## src/rtl/fdct4x4_pkg.sv

```systemverilog
package fdct4x4_pkg;

    // Block edge length (rows per block, samples per row)
    localparam int N = 4;

    // Fixed-point multipliers shared by both passes
    localparam int K_LO = 2217;
    localparam int K_HI = 5352;

    // Horizontal pass scaling
    localparam int H_PRESHIFT = 3;
    localparam int H_RND_ODD1 = 14500;
    localparam int H_RND_ODD3 = 7500;
    localparam int H_SHIFT    = 12;

    // Vertical pass scaling
    localparam int V_RND_EVEN   = 7;
    localparam int V_SHIFT_EVEN = 4;
    localparam int V_RND_ODD1   = 12000;
    localparam int V_RND_ODD3   = 51000;
    localparam int V_SHIFT      = 16;

    typedef enum logic [1:0] {
        ST_LOAD   = 2'd0,
        ST_COLUMN = 2'd1,
        ST_DRAIN  = 2'd2
    } phase_t;

endpackage

```

## src/rtl/fdct_odd_mac.sv

```systemverilog
// Odd-coefficient multiply-accumulate pair shared by both passes.
module fdct_odd_mac
    import fdct4x4_pkg::*;
#(
    parameter int DW    = 16,
    parameter int RND1  = 0,
    parameter int RND3  = 0,
    parameter int SHIFT = 12
) (
    input  logic signed [DW-1:0] c_in,
    input  logic signed [DW-1:0] d_in,
    output logic signed [DW-1:0] odd1,
    output logic signed [DW-1:0] odd3
);
    localparam int AW = 2 * DW;
    localparam logic signed [AW-1:0] KL = AW'(K_LO);
    localparam logic signed [AW-1:0] KH = AW'(K_HI);
    localparam logic signed [AW-1:0] R1 = AW'(RND1);
    localparam logic signed [AW-1:0] R3 = AW'(RND3);

    logic signed [AW-1:0] c_w;
    logic signed [AW-1:0] d_w;
    logic signed [AW-1:0] acc1;
    logic signed [AW-1:0] acc3;

    always_comb begin
        c_w  = c_in;
        d_w  = d_in;
        acc1 = c_w * KL + d_w * KH + R1;
        acc3 = d_w * KL - c_w * KH + R3;
        odd1 = DW'(acc1 >>> SHIFT);
        odd3 = DW'(acc3 >>> SHIFT);
    end
endmodule

```

## src/rtl/fdct_pass.sv

```systemverilog
// One 4-point pass; VERTICAL selects the scaling variant.
module fdct_pass
    import fdct4x4_pkg::*;
#(
    parameter int DW       = 16,
    parameter bit VERTICAL = 1'b0
) (
    input  logic [N*DW-1:0] vec_in,
    output logic [N*DW-1:0] vec_out
);
    localparam int PRE = VERTICAL ? 0 : H_PRESHIFT;
    localparam int RO1 = VERTICAL ? V_RND_ODD1 : H_RND_ODD1;
    localparam int RO3 = VERTICAL ? V_RND_ODD3 : H_RND_ODD3;
    localparam int SHO = VERTICAL ? V_SHIFT : H_SHIFT;

    logic signed [DW-1:0] smp [N];
    logic signed [DW-1:0] res [N];
    logic signed [DW-1:0] sum03, sum12, dif12, dif03;
    logic signed [DW-1:0] t_a, t_b, t_c, t_d;
    logic signed [DW-1:0] odd1, odd3;

    genvar gi;
    generate
        for (gi = 0; gi < N; gi++) begin : g_io
            assign smp[gi] = vec_in[gi*DW +: DW];
            assign vec_out[gi*DW +: DW] = res[gi];
        end
    endgenerate

    always_comb begin
        sum03 = smp[0] + smp[3];
        sum12 = smp[1] + smp[2];
        dif12 = smp[1] - smp[2];
        dif03 = smp[0] - smp[3];
        t_a   = sum03 <<< PRE;
        t_b   = sum12 <<< PRE;
        t_c   = dif12 <<< PRE;
        t_d   = dif03 <<< PRE;
    end

    fdct_odd_mac #(
        .DW   (DW),
        .RND1 (RO1),
        .RND3 (RO3),
        .SHIFT(SHO)
    ) u_odd (
        .c_in(t_c),
        .d_in(t_d),
        .odd1(odd1),
        .odd3(odd3)
    );

    generate
        if (VERTICAL) begin : g_vert
            localparam logic signed [DW-1:0] RND_E = DW'(V_RND_EVEN);
            logic signed [DW-1:0] e_sum, e_dif, nz_inc;
            always_comb begin
                e_sum  = t_a + RND_E + t_b;
                e_dif  = t_a + RND_E - t_b;
                nz_inc = {{(DW-1){1'b0}}, (t_d != '0)};
                res[0] = e_sum >>> V_SHIFT_EVEN;
                res[1] = odd1 + nz_inc;
                res[2] = e_dif >>> V_SHIFT_EVEN;
                res[3] = odd3;
            end
        end else begin : g_horiz
            always_comb begin
                res[0] = t_a + t_b;
                res[1] = odd1;
                res[2] = t_a - t_b;
                res[3] = odd3;
            end
        end
    endgenerate
endmodule

```

## src/rtl/fdct_ctrl.sv

```systemverilog
// Phase controller: load rows, process columns, drain rows.
module fdct_ctrl
    import fdct4x4_pkg::*;
#(
    parameter int IW = $clog2(N)
) (
    input  logic          clk,
    input  logic          rst,
    input  logic          in_valid,
    input  logic          out_ready,
    output logic          in_ready,
    output logic          out_valid,
    output logic          load_we,
    output logic          col_we,
    output logic [IW-1:0] idx
);
    localparam logic [IW-1:0] LAST = IW'(N - 1);

    phase_t        state, state_nx;
    logic [IW-1:0] step, step_nx;

    // State register
    always_ff @(posedge clk) begin
        if (rst) begin
            state <= ST_LOAD;
            step  <= '0;
        end else begin
            state <= state_nx;
            step  <= step_nx;
        end
    end

    // Transitions
    always_comb begin
        state_nx = state;
        step_nx  = step;
        unique case (state)
            ST_LOAD: begin
                if (in_valid) begin
                    step_nx = step + 1'b1;
                    if (step == LAST) state_nx = ST_COLUMN;
                end
            end
            ST_COLUMN: begin
                step_nx = step + 1'b1;
                if (step == LAST) state_nx = ST_DRAIN;
            end
            ST_DRAIN: begin
                if (out_ready) begin
                    step_nx = step + 1'b1;
                    if (step == LAST) state_nx = ST_LOAD;
                end
            end
            default: begin
                state_nx = ST_LOAD;
                step_nx  = '0;
            end
        endcase
    end

    // Outputs
    always_comb begin
        in_ready  = 1'b0;
        out_valid = 1'b0;
        col_we    = 1'b0;
        unique case (state)
            ST_LOAD:   in_ready  = 1'b1;
            ST_COLUMN: col_we    = 1'b1;
            ST_DRAIN:  out_valid = 1'b1;
            default:   ;
        endcase
        load_we = in_ready & in_valid;
        idx     = step;
    end
endmodule

```

## src/rtl/fdct4x4_engine.sv

```systemverilog
module fdct4x4_engine
    import fdct4x4_pkg::*;
#(
    parameter int DW = 16
) (
    input  logic          clk,
    input  logic          rst,
    input  logic          in_valid,
    output logic          in_ready,
    input  logic [N*DW-1:0] in_row,
    output logic          out_valid,
    input  logic          out_ready,
    output logic [N*DW-1:0] out_row
);
    localparam int IW = $clog2(N);

    logic          load_we;
    logic          col_we;
    logic [IW-1:0] idx;

    logic [DW-1:0]   tbuf [N][N];
    logic [N*DW-1:0] h_out;
    logic [N*DW-1:0] v_in;
    logic [N*DW-1:0] v_out;

    fdct_ctrl #(.IW(IW)) u_ctrl (
        .clk      (clk),
        .rst      (rst),
        .in_valid (in_valid),
        .out_ready(out_ready),
        .in_ready (in_ready),
        .out_valid(out_valid),
        .load_we  (load_we),
        .col_we   (col_we),
        .idx      (idx)
    );

    fdct_pass #(.DW(DW), .VERTICAL(1'b0)) u_hpass (
        .vec_in (in_row),
        .vec_out(h_out)
    );

    fdct_pass #(.DW(DW), .VERTICAL(1'b1)) u_vpass (
        .vec_in (v_in),
        .vec_out(v_out)
    );

    genvar gk;
    generate
        for (gk = 0; gk < N; gk++) begin : g_sel
            assign v_in[gk*DW +: DW]    = tbuf[gk][idx];
            assign out_row[gk*DW +: DW] = tbuf[idx][gk];
        end
    endgenerate

    // Row write on input, in-place column write-back in the column phase
    always_ff @(posedge clk) begin
        if (load_we) begin
            for (int k = 0; k < N; k++) tbuf[idx][k] <= h_out[k*DW +: DW];
        end else if (col_we) begin
            for (int k = 0; k < N; k++) tbuf[k][idx] <= v_out[k*DW +: DW];
        end
    end
endmodule

```

## config.mk

```make
export PLATFORM = sky130hd
export DESIGN_NAME = fdct4x4_engine
export DESIGN_NICKNAME = d
export VERILOG_FILES = /design/src/rtl/fdct4x4_pkg.sv /design/src/rtl/fdct_odd_mac.sv /design/src/rtl/fdct_pass.sv /design/src/rtl/fdct_ctrl.sv /design/src/rtl/fdct4x4_engine.sv
export SDC_FILE = /design/constraint.sdc
export NUM_CORES = 2
export LEC_CHECK = 0
export ABC_AREA = 1
export BUFFER_PORTS_ARGS = -buffer_cell sky130_fd_sc_hd__buf_2
export CAP_MARGIN = 20
export CORE_MARGIN = 2
export CORE_UTILIZATION = 60
export CTS_CLUSTER_SIZE = 30
export DETAILED_ROUTE_END_ITERATION = 6
export PLACE_DENSITY = 0.8
export SKIP_CTS_REPAIR_TIMING = 1
export SKIP_LAST_GASP = 1
export SLEW_MARGIN = 30
export SYNTH_ARGS = -nofsm -noshare
export SYNTH_HDL_FRONTEND = slang
export SYNTH_SLANG_ARGS = --single-unit
```

## constraint.sdc

```tcl
create_clock -name clk -period 12.11 [get_ports clk]
set_input_delay 1.8165 -clock clk [delete_from_list [all_inputs] [get_ports clk]]
set_output_delay 1.8165 -clock clk [all_outputs]
set_load 0.02 [all_outputs]
```

# Word-level counts from Yosys, hierarchy flattened

Memory sizes are Yosys's and may differ from the RTL's. A register that Yosys moved wholly into a read port is not among the register bits.
Cells that the tools add are included.

$add $sub $neg: 23
Shift-type cells: 0
Magnitude comparators: 2
Muxes and demuxes: 36
Divide/modulo/power cells: 0
Multiply operators: 8
Bitwise gates (word level): 2
Equality and inequality tests: 8
Reductions and logical operators: 6

Operator list:

| kind                                                 | count |
|---|---|
| 2-to-1 mux 64 bit                                    | 3 |
| 2-to-1 mux 16 bit                                    | 9 |
| binary-select mux 16 bit (select 2 bit)              | 4 |
| adder 16 bit                                         | 4 |
| OR reduction 64 bit                                  | 1 |
| subtractor 16 bit                                    | 4 |
| multiplier 16 x 13 -> 29 bit (second input constant) | 2 |
| multiplier 16 x 11 -> 27 bit (second input constant) | 2 |
| multiplier 13 x 13 -> 25 bit (second input constant) | 2 |
| multiplier 13 x 11 -> 22 bit (second input constant) | 2 |
| adder 31 x 17 -> 32 bit (second input constant)      | 1 |
| adder 32 x 15 -> 32 bit (second input constant)      | 1 |
| demux 16 bit (select 2 bit)                          | 1 |
| adder 29 x 30 -> 31 bit                              | 1 |
| subtractor 29 x 30 -> 31 bit                         | 1 |
| adder 28 x 14 -> 28 bit (second input constant)      | 1 |
| adder 28 x 15 -> 28 bit (second input constant)      | 1 |
| adder 28 bit                                         | 1 |
| subtractor 28 bit                                    | 1 |
| adder 13 bit                                         | 2 |
| subtractor 13 bit                                    | 2 |
| 2-to-1 mux 2 bit                                     | 10 |
| adder 16 x 2 -> 16 bit                               | 1 |
| adder 16 x 4 -> 16 bit (second input constant)       | 1 |
| other kinds (16)                                     | 27 |

Memories: 1
Output and inout bits: 66
Logic and storage cells: 88
Bits in writable memories: 256
Bits of input ports: 68
Register bits after elaboration: 4
Memory bits (read-only): 0
Bits in latches: 0

Memory list:

| memory | words | bits a word | rd ports | clocked after Yosys merged registers in | write ports | RTL line             | source |
|---|---|---|---|---|---|---|---|
| tbuf   | 4     | 64          | 5        | 1                                       | 4           | fdct4x4_engine.sv:21 | `logic [DW-1:0] tbuf [N][N];` |

# Depth between registers and ports, before layout

Depth in word-level cells: 9
Mapped depth: 64
Mapped depth without buffers: 61

# Modules after synthesis

Synthesis repeated with hierarchy kept, for this count alone.

Cell total of the unflattened synthesis: 7,606
Area, all modules: 57,483.9 µm²

By module, submodules not included:

| module                        | instances | cells an instance | area each (µm²) | seq. area each (µm²) |
|---|---|---|---|---|
| fdct_odd_mac at u_vpass.u_odd | 1         | 2,247             | 17,757.0        | 0.0 |
| fdct_odd_mac at u_hpass.u_odd | 1         | 1,904             | 15,886.5        | 0.0 |
| fdct4x4_engine                | 1         | 1,893             | 14,417.6        | 7,687.4 |
| fdct_pass at u_vpass          | 1         | 937               | 5,522.8         | 0.0 |
| fdct_pass at u_hpass          | 1         | 588               | 3,658.5         | 0.0 |
| fdct_ctrl                     | 1         | 37                | 241.5           | 80.1 |

# Worst setup path after synthesis

Ideal clock, no wire load.

Kind: register to register
Start point: register u_ctrl.step[0] (netlist: u_ctrl.idx[0])
End point: memory tbuf[0][31] in the netlist's numbering, data pin
Library setup time: 0.256 ns
Arrival time: 11.284 ns
Buffers on the path: 3
Required time: 11.854 ns
Setup slack: 0.570 ns
Cell stages (with the launch flop): 58
Period minus slack after synthesis: 11.540 ns
Cell sequence: dfxtp_1 inv_1 clkbuf_1 clkbuf_1 clkbuf_1 nor2_1 o22ai_1 ha_1 inv_1 fa_1 a21oi_1 o21bai_1 nand3_1 nand2_1 nand2_1 nand2_1 xor2_1 inv_1 (+22 left out) ha_1 fa_1 inv_1 fa_1 xnor2_1 xor2_1 ha_1 ha_1 ha_1 inv_1 o21bai_1 a221oi_1 nand2_1 xor2_1 nand2_1 nand2_1 nand2_1 nand2_1

RTL lines:

| what                   | RTL line             | source |
|---|---|---|
| start, declared        | fdct_ctrl.sv:20      | `logic [IW-1:0] step, step_nx;` |
| start signal, assigned | fdct_ctrl.sv:29      | `step <= step_nx;` |
| end, declared          | fdct4x4_engine.sv:21 |  |

==> impl_metrics.toml <==
[setup_path]
cp-end-kind = "register"
arrival_ps = 11800
cp_slowest_cell = "fa_1"
start_kind = "register"
critPathMaxStageDelay_ps = 510
path_max_fanout = 55
crit_type = "register to register"
required_ps = 12380

[cells_and_area]
multi_input_area_um2 = 36700
drive_gt1_share_pct = 7.19
syn2layout_area_growth_pct = 7.58
fillers = 6824
regArea_um2 = 7820
finalNetCount = 7789
finalCoreUtilization_pct = 65.0
mostFrequentLayoutCells = "inv_1, nand2_1, ha_1, o21ai_0, a21oi_1"
layout_commonest_cell = "inv_1"

[sta]
fin_crit_ps = 11530
hold_violations = 0
whs_ps = 523
clock.fmax_mhz = 86.7
setup_violations = 0
period_share_pct = 95.2
tns_ps = 0
slew_violations = 0
slew_headroom_pct = 27.8
tightest_slew_ps = 1080
finalClockSkew_ps = 19.8

[logic_synthesis]
synth_edf_count = 256
synth_top_area_share_pct = 23.4
synth_warnings = 0
synthTopCellsByArea = "ha_1, fa_1, edfxtp_1, inv_1, nand2_1"
yosysSeqAreaShare_pct = 15.8
syn_inst = 6239
yosysUniqueCellTypes = 63
ys_ff_latch = 262
yosysTopAreaCell = "ha_1"
async_flop_share_pct = 0
syn-cell-area_um2 = 49400
ys_dominant_reg_cell = "edfxtp_1"
synth_area_per_cell_um2 = 7.91

[global_routing]
grtUsageTotal_pct = 35.4
grt_overflow = 0
grt_max_degree = 100
use_met3_pct = 6.76
grt_antenna_before_repair = 2
grt-busiest-layer = "met2"
grt_pass1_wl_mm = 235
use_met2_pct = 57.3
grt_pass1_vias = 43600
grt_util_met1_pct = 43.4

[drt]
vias_per_cell = 5.87
wl_per_cell_um = 20.2
dr.pass1.iters = 7
drt_iter0_drc = 4166
drt_wl_total_mm = 151
antenna_left = 0
vias = 44000
drc = 1

[outcome]
failed_checks = "design-rule violations"
status = "finished with violations"

[floorplan]
num_io_pins = 134
die_w_um = 291
die_h_um = 291
dieArea_um2 = 84600
core_area_um2 = 81700
initial_core_util_pct = 60.4
rows = 105

[job]
maxCapViolCount = 0

[hold_path]
hold_path_class = "register to register"

[clocking]
clk_latency_ps = 550
cts_tree = "yes"
cts_sinks = 262
cts-root-buf = "clkbuf_16"
numCtsBuffers = 27
htreeDepth = 1
cts.path.max_buffers = 3
cts.clk_slew.worst_paths_ps = 60

[placement]
place_congestion = 1.04
dp_hpwl_mm = 123
numPortBuffers = 121
-- cell type report --
class | count | share of cell area [%]
well taps | 1070 | 2.52
flip-flops and latches | 262 | 14.7
diodes | 2 | 0.00942
clock inverters | 16 | 0.396
clock buffers | 32 | 1.31
multi-input cells | 4668 | 69.2
inverters | 1166 | 8.25
repair buffers | 285 | 3.62
-- Yosys cell counts, types with 4 or more instances --
cell type  number
buf_2          15
nor2_4          8
dfxtp_1         6
inv_1        1152
xnor2_1        97
o211ai_1       10
clkbuf_1      121
xor2_1        223
mux2_2          5
a221oi_1        9
inv_2          13
nand2_1      1036
a211oi_1       15
nor4_1         13
nand4_1        51
nand3_2         7
nand3b_1        8
o22ai_1        95
o31ai_1        15
o311ai_0        4
nor2_1        393
ha_1          925
o21ai_0       488
nand2_2        31
a21boi_0        8
a21oi_1       414
and2_1          5
edfxtp_1      256
a21o_1         15
nand3_1       197
a32oi_1        30
or2_2          14
nor2_2          9
o21ai_2         8
o21ai_1        13
o21a_1         10
fa_1          386
a31oi_1        16
o21bai_1       39
nor3_1         39
-- worst max-delay path: cells and delay by family (launching register included) --
family,cells,cell delay (ps)
AOI/OAI and AO/OA,10,1650
xor gates and xnor gates,2,400
adders and majority gates,14,5510
buffers and inverters,16,2180
DFF,1,420
and+or+nand+nor,8,1060
-- metal layers --
metal / wire length, um / vias up
li1: - / 20800
met1: 58200 / 20600
met2: 66800 / 2115
met3: 14000 / 510
met4: 12100 / 4
met5: 23 / -
-- path summary, 6_finish.rpt --
path | start | end | slack, ps | cells after the start
max reg2reg | u_ctrl.idx[0] | tbuf[0][55] | 580 | 50
min | u_ctrl.state[1] | u_ctrl.state[1] | 520 | 2
min reg2reg | u_ctrl.state[1] | u_ctrl.state[1] | 520 | 2
max | u_ctrl.idx[0] | tbuf[0][55] | 580 | 50
-- state kept, by name, indices dropped and copies added (netlist names), named ones only --
register / flops
u_ctrl.state: 2
tbuf: 256
u_ctrl.idx: 2
-- cell families (layout without fill, tap and decap cells) --
logic type      count (synthesis)  after routing  share of synthesized area, %
compound gates               1202           1202                          13.5
xor+xnor                      325            325                          5.86
fa+ha+maj                    1311           1311                          39.1
buf+inv                      1310           1499                          10.0
flops                         262            262                          15.8
mux                             6              6                         0.134
other cells                     1              4                       0.00760
simple gates                 1822           1822                          15.5
-- through the flow --
step	instance area (um^2)	instances	setup WS (ps)
detailed placement	52100	7450	370
global route	53100	7499	-11.1
global placement	52000	7450	475
CTS	53000	7498	257
finish	53100	7501	577
floorplan	49400	6240	570
Power is not shown: default switching activity piles up to over one toggle a cycle in this logic, so the estimate is an artifact.
